## src/rtl/bchk_pkg.sv

```systemverilog
package bchk_pkg;
  localparam int WORD_W   = 16;
  localparam int MAX_BITS = 16;
  localparam int CNT_W    = $clog2(MAX_BITS + 1);

  // word selects on bus_addr[2:1]
  localparam logic [1:0] A_STAT = 2'd0;
  localparam logic [1:0] A_CHK  = 2'd1;
  localparam logic [1:0] A_DATA = 2'd2;

  // status bit positions
  localparam int ST_QUO  = 8;
  localparam int ST_DONE = 7;
  localparam int ST_RUN  = 6;
  localparam int ST_STEP = 5;
  localparam int ST_CLR  = 4;
  localparam int ST_DBL  = 3;

  localparam logic [2:0] CODE_C12   = 3'd0;
  localparam logic [2:0] CODE_C16   = 3'd1;
  localparam logic [2:0] CODE_L8    = 3'd2;
  localparam logic [2:0] CODE_L16   = 3'd3;
  localparam logic [2:0] CODE_CCITT = 3'd5;

  function automatic logic [WORD_W-1:0] poly_of(input logic [2:0] code);
    case (code)
      CODE_C12:   return 16'h0F01;
      CODE_C16:   return 16'hA001;
      CODE_CCITT: return 16'h8408;
      default:    return '0;
    endcase
  endfunction

  function automatic logic [CNT_W-1:0] bits_of(input logic [2:0] code, input logic dbl);
    logic [CNT_W-1:0] base;
    case (code)
      CODE_C12:                                  base = CNT_W'(6);
      CODE_C16, CODE_L8, CODE_L16, CODE_CCITT:   base = CNT_W'(8);
      default:                                   base = '0;
    endcase
    return dbl ? CNT_W'(base << 1) : base;
  endfunction
endpackage

```

## src/rtl/bchk_bitcycle.sv

```systemverilog
// One serial step of the check engine, purely combinational.
module bchk_bitcycle
  import bchk_pkg::*;
(
  input  logic [WORD_W-1:0] chk_i,
  input  logic [WORD_W-1:0] dat_i,
  input  logic [2:0]        code_i,
  output logic [WORD_W-1:0] chk_o,
  output logic [WORD_W-1:0] dat_o,
  output logic              quo_o
);
  logic              is_c12;
  logic [WORD_W-1:0] packed_v, seeded_v, moved_v;
  logic              q;

  assign is_c12 = (code_i == CODE_C12);

  always_comb begin
    // CRC-12 keeps its upper six bits at 13:8; bring them next to 5:0
    packed_v = is_c12 ? ((chk_i & 16'h003F) | ((chk_i >> 2) & 16'h0FC0)) : chk_i;
    q        = packed_v[0] ^ dat_i[0];
    seeded_v = {packed_v[WORD_W-1:1], q};
    if (code_i[1]) begin
      moved_v = code_i[0] ? {seeded_v[0], seeded_v[WORD_W-1:1]}
                          : {8'h00, seeded_v[0], seeded_v[7:1]};
    end else begin
      moved_v = (seeded_v >> 1) ^ (q ? poly_of(code_i) : '0);
    end
    chk_o = is_c12 ? ((moved_v & 16'h003F) | ((moved_v & 16'h0FC0) << 2)) : moved_v;
    dat_o = dat_i >> 1;
    quo_o = q;
  end
endmodule

```

## src/rtl/bchk_bitcount.sv

```systemverilog
// Bit counter increment and end-of-operation compare.
module bchk_bitcount
  import bchk_pkg::*;
(
  input  logic [CNT_W-1:0] cnt_i,
  input  logic [2:0]       code_i,
  input  logic             dbl_i,
  output logic [CNT_W-1:0] cnt_o,
  output logic             last_o
);
  logic [CNT_W-1:0] need;

  assign need   = bits_of(code_i, dbl_i);
  assign cnt_o  = cnt_i + CNT_W'(1);
  assign last_o = (cnt_o >= need);
endmodule

```

## src/rtl/bchk_readport.sv

```systemverilog
// Registered read multiplexer.
module bchk_readport
  import bchk_pkg::*;
(
  input  logic              clk,
  input  logic              rst,
  input  logic              rd_i,
  input  logic [1:0]        sel_i,
  input  logic [WORD_W-1:0] stat_i,
  input  logic [WORD_W-1:0] chk_i,
  output logic [WORD_W-1:0] rdata_o
);
  always_ff @(posedge clk) begin
    if (rst) begin
      rdata_o <= '0;
    end else if (rd_i) begin
      case (sel_i)
        A_STAT:  rdata_o <= stat_i;
        A_CHK:   rdata_o <= chk_i;
        default: rdata_o <= '0;
      endcase
    end
  end
endmodule

```

## src/rtl/blockcheck_unit.sv

```systemverilog
module blockcheck_unit
  import bchk_pkg::*;
(
  input  logic              clk,
  input  logic              rst,
  input  logic              bus_wr,
  input  logic              bus_rd,
  input  logic              bus_byte,
  input  logic [2:0]        bus_addr,
  input  logic [WORD_W-1:0] bus_wdata,
  output logic [WORD_W-1:0] bus_rdata
);
  logic [WORD_W-1:0] bcc_q, dr_q;
  logic [CNT_W-1:0]  cnt_q;
  logic [2:0]        mode_q;
  logic              quo_q, done_q, sen_q, dbl_q, run_q;

  logic [1:0]        word_sel;
  logic              sr_wr, dr_wr;
  logic [7:0]        sr_val;
  logic [WORD_W-1:0] dr_val;

  // state after the bus write of this clock, before any bit cycle
  logic [WORD_W-1:0] b_bcc, b_dr;
  logic [CNT_W-1:0]  b_cnt;
  logic [2:0]        b_mode;
  logic              b_done, b_sen, b_dbl, b_run, step_req, do_cycle;

  logic [WORD_W-1:0] cyc_bcc, cyc_dr;
  logic              cyc_quo;
  logic [CNT_W-1:0]  cnt_inc;
  logic              cnt_last;
  logic [WORD_W-1:0] stat_word;

  assign word_sel = bus_addr[2:1];
  // an odd-address byte write to status touches only read-only bits: drop it
  assign sr_wr    = bus_wr && (word_sel == A_STAT) && !(bus_byte && bus_addr[0]);
  assign dr_wr    = bus_wr && word_sel[1];
  assign sr_val   = bus_wdata[7:0];
  assign dr_val   = !bus_byte   ? bus_wdata :
                    bus_addr[0] ? {bus_wdata[7:0], dr_q[7:0]} :
                                  {dr_q[15:8], bus_wdata[7:0]};

  always_comb begin
    b_bcc    = bcc_q;
    b_dr     = dr_q;
    b_cnt    = cnt_q;
    b_mode   = mode_q;
    b_done   = done_q;
    b_sen    = sen_q;
    b_dbl    = dbl_q;
    b_run    = run_q;
    step_req = 1'b0;
    if (sr_wr) begin
      if (sr_val[ST_CLR]) begin
        b_bcc  = '0;
        b_cnt  = '0;
        b_done = 1'b1;
      end
      if (sr_val[3:0] != {dbl_q, mode_q}) b_cnt = '0;
      b_sen    = sr_val[ST_RUN];
      b_dbl    = sr_val[ST_DBL];
      b_mode   = sr_val[2:0];
      b_run    = 1'b0;
      step_req = sr_val[ST_STEP] && !sr_val[ST_RUN];
    end else if (dr_wr) begin
      b_dr   = dr_val;
      b_done = 1'b0;
      b_cnt  = '0;
      b_run  = sen_q;
    end
    do_cycle = !b_done && (step_req || (b_run && !sr_wr && !dr_wr));
  end

  bchk_bitcycle u_cycle (
    .chk_i (b_bcc),
    .dat_i (b_dr),
    .code_i(b_mode),
    .chk_o (cyc_bcc),
    .dat_o (cyc_dr),
    .quo_o (cyc_quo)
  );

  bchk_bitcount u_count (
    .cnt_i (b_cnt),
    .code_i(b_mode),
    .dbl_i (b_dbl),
    .cnt_o (cnt_inc),
    .last_o(cnt_last)
  );

  always_ff @(posedge clk) begin
    if (rst) begin
      bcc_q  <= '0;
      dr_q   <= '0;
      cnt_q  <= '0;
      mode_q <= '0;
      quo_q  <= 1'b0;
      done_q <= 1'b1;
      sen_q  <= 1'b0;
      dbl_q  <= 1'b0;
      run_q  <= 1'b0;
    end else begin
      mode_q <= b_mode;
      sen_q  <= b_sen;
      dbl_q  <= b_dbl;
      if (do_cycle) begin
        bcc_q <= cyc_bcc;
        dr_q  <= cyc_dr;
        quo_q <= cyc_quo;
        if (cnt_last) begin
          done_q <= 1'b1;
          cnt_q  <= '0;
          run_q  <= 1'b0;
        end else begin
          done_q <= b_done;
          cnt_q  <= cnt_inc;
          run_q  <= b_run;
        end
      end else begin
        bcc_q  <= b_bcc;
        dr_q   <= b_dr;
        done_q <= b_done;
        cnt_q  <= b_cnt;
        run_q  <= b_run;
      end
    end
  end

  assign stat_word = {7'b0, quo_q, done_q, sen_q, 2'b00, dbl_q, mode_q};

  bchk_readport u_rd (
    .clk    (clk),
    .rst    (rst),
    .rd_i   (bus_rd),
    .sel_i  (word_sel),
    .stat_i (stat_word),
    .chk_i  (bcc_q),
    .rdata_o(bus_rdata)
  );
endmodule

```

## config.mk

```make
export PLATFORM = sky130hd
export DESIGN_NAME = blockcheck_unit
export DESIGN_NICKNAME = d
export VERILOG_FILES = /design/src/rtl/bchk_pkg.sv /design/src/rtl/bchk_bitcycle.sv /design/src/rtl/bchk_bitcount.sv /design/src/rtl/bchk_readport.sv /design/src/rtl/blockcheck_unit.sv
export SDC_FILE = /design/constraint.sdc
export NUM_CORES = 1
export LEC_CHECK = 0
export BUFFER_PORTS_ARGS = -buffer_cell sky130_fd_sc_hd__buf_2
export CORE_MARGIN = 3
export CORE_UTILIZATION = 45
export DETAILED_ROUTE_END_ITERATION = 10
export SYNTH_ARGS = -nofsm -noshare
export SYNTH_HDL_FRONTEND = slang
export SYNTH_SLANG_ARGS = --single-unit
```

## constraint.sdc

```tcl
create_clock -name clk -period 7 [get_ports clk]
set_input_delay 0.35 -clock clk [delete_from_list [all_inputs] [get_ports clk]]
set_output_delay 0.35 -clock clk [all_outputs]
set_load 0.01 [all_outputs]
```

==> metrics.txt <==
run status finished clean; vias 3191; R2R Setup Slk 3.10 ns; Routability Congestion 0.885; largest net degree at the start of global routing 60; CTS Hold Bufs 0; most common cell after layout, fill and taps aside dfxtp_1; Hold WS approximately 0.32 ns; flops & latches, synth 61; Tightest Pin Transition 0.863 ns; Hold WC Path Type primary input to flip-flop; synth top area cells dfxtp_1 35%, a21oi_1 7.6%, nand2_1 5.1%, nor2b_1 4.8%, nor2_1 4.2%; Synth async-reset ratio 0; CTS Buf Count 9; die footprint 8900 um2; post_cts resized 0; worst-path cell chain xor2_1 -> nor3_1 -> a31oi_2 -> nor2_1 -> and2_1 -> ha_1 -> nand3_1 -> xor2_1 -> nor3_1 -> ha_1 -> and4_1 -> a31oi_1 -> a31oi_1 -> a2111oi_1; Setup WS post-layout 3.10 ns; worst flop-to-flop path startpoint mode_q[2]; max_slew headroom 0.425; fin. max-slew vios 0; Area after DPL 3720 um2; crit end category flip-flop; vias per inst 5.77; Synth area leader dfxtp_1; slowest cell on the critical path dfxtp_1; Initial Utilization 0.474; top cell type's share of synthesized area 0.348; Total Routed Length between 9000 and 10000 um; Hold Path Sink dr_q[7]; final hold vios 0; Max stage delay on crit path 0.53 ns; chip width 94.3 um; initial antenna violation count 0; CTS max path bufs 2; ant diodes 0; nature of the critical path startpoint flip-flop; DRC 0; f_max 257 MHz; first-pass GRT wire length around 15000 um; most frequent cells in the layout 61 x dfxtp_1, 53 x a21oi_1, 48 x nand2_1, 39 x nor2_1, 39 x buf_2; Std-Cell Rows 31; P per Cell Area 200 nW/um2; drt wl/cell around 17 um; # fillers between 700 and 800; Most used DFF post-synth dfxtp_1; EDFF count, synth 0; Final Cycle Share 0.557; Final setup viols 0; peak supply drop 0.000122 V; Post-Synthesis Net Count 452; clock latency on the worst-skew pair 0.34 ns; worst slack at placement 2.91 ns; worst path arrival time around 4.1 ns; CP max FO 9; dpl cells 537; vias in the first global route 2895; Syn Area/Cell 8.30 um2; Synth Instances roughly 420; total global routing overflow 0; final std cells w/o fill between 500 and 600; R2R Path End cnt_q[4]; dpl hpwl 6410 um; post-route cell area 3930 um2; FF-to-FF path depth 14; I/O Buffers 39; fin crit period roughly 3.9 ns; Core Area 7410 um2; CTS root buf clkbuf_8; register area share after synthesis 0.348; Min-Delay Path Depth 3; WP data required just over 7 ns; Setup TNS 0 ns; Netlist cell types 61; final clock skew 0.00656 ns; hold path startpoint bus_wdata[7]; die height 94.3 um; Area Growth Syn to Fin 11.9%; ANT nets after route 0; Sinks on Clock Net 61; Total Nets Final 478; CTS tree built; RSZ-0062 raised after global routing no; # H-tree levels 3; Worst-path clk slew 0.07 ns; drt pass-1 iters 5; I/O pin total 40; MaxCap Viol Count 0; Lkg Pwr 1.49 nW; share of cells above drive strength 1 0.189; Synth Cell Area 3510 um2; post-CTS setup buffer count 0; critical path type flip-flop to flip-flop; Total GRT Usage 0.219; Iter 0 DRT Violations 230; Syn. warnings 0
[worst max-delay path, delay by kind of cell (launching register included)]
family	cells	cell delay (ns)
DFF	1	0.53
adders and majority gates	2	0.51
and+or+nand+nor	6	1.39
AOI/OAI and AO/OA	4	1.08
xor gates and xnor gates	2	0.28
[synth_stat cells (4+ instances only)]
cell      number
a21oi_1       53
a311oi_1       4
a31oi_1        5
and2_1         5
buf_2          6
buf_4          5
clkbuf_1      13
dfxtp_1       61
ha_1           5
mux2_2         7
mux2i_1        7
mux4_2         6
nand2_1       48
nand3_1       22
nor2_1        39
nor2b_1       27
nor3_1        15
nor3b_1        6
o21ai_0       17
o22a_1         7
xnor2_1        4
xor2_1         4
[cell type report]
type | instances | area [um2] | share of cell area
Sequential cell | 61 | 1220 | 0.311
Multi-Input combinational cell | 331 | 2140 | 0.545
Timing Repair Buffer | 42 | 218 | 0.0554
Clock inverter | 3 | 42.5 | 0.0108
Tap cell | 99 | 124 | 0.0315
Clock buffer | 13 | 169 | 0.0430
Inverter | 4 | 15.0 | 0.00382
[cells by family after synthesis]
kind of cell,count (synthesis),share of synthesized area
buf+inv,31,0.0428
xor+xnor,9,0.0246
mux,23,0.100
simple gates,178,0.249
flops,61,0.348
fa+ha+maj,5,0.0178
compound gates,116,0.217
[metal layers]
layer	vias to the layer above	track usage	part of all wire
li1	1574	-	-
met2	97	0.321	0.44
met3	12	0.0494	0.052
met5	-	0	0
met1	1508	0.322	0.49
met4	0	0.0602	0.012
[state kept, by name, indices dropped and copies added, names as in the netlist]
signal / count
bcc_q: 16
cnt_q: 5
dbl_q: 1
done_q: 1
dr_q: 16
mode_q: 3
quo_q: 1
run_q: 1
sen_q: 1
u_rd.rdata_o: 16
[worst max-delay path by stage]
| stage | start | to | slack (ns) | cells after the start |
|---|---|---|---|---|
| floorplan | bus_wdata[2] | cnt_q[4] | 3.56 | 15 |
| global placement | bus_addr[0] | cnt_q[4] | 3.05 | 16 |
| detailed placement | bus_addr[0] | cnt_q[4] | 2.91 | 16 |
| CTS | mode_q[2] | cnt_q[4] | 3.16 | 14 |
| global route | mode_q[2] | cnt_q[4] | 2.80 | 14 |
| finish | mode_q[2] | cnt_q[4] | 3.10 | 14 |
[per-stage QoR]
step	utilization	power (mW)
global placement	0.502	0.458
CTS	0.530	0.793
floorplan	-	0.432
global route	0.530	0.819
finish	0.530	0.785
detailed placement	0.502	0.460
[power by group]
group / leakage [nW] / switching (mW) / internal (mW)
clock network: 0.106 / 0.139 / 0.193
registers: 0.494 / 0.00548 / 0.354
logic: 0.888 / 0.0587 / 0.0344
total: 1.49 / 0.203 / 0.581
Note: power is estimated with default switching activity, not from simulation.
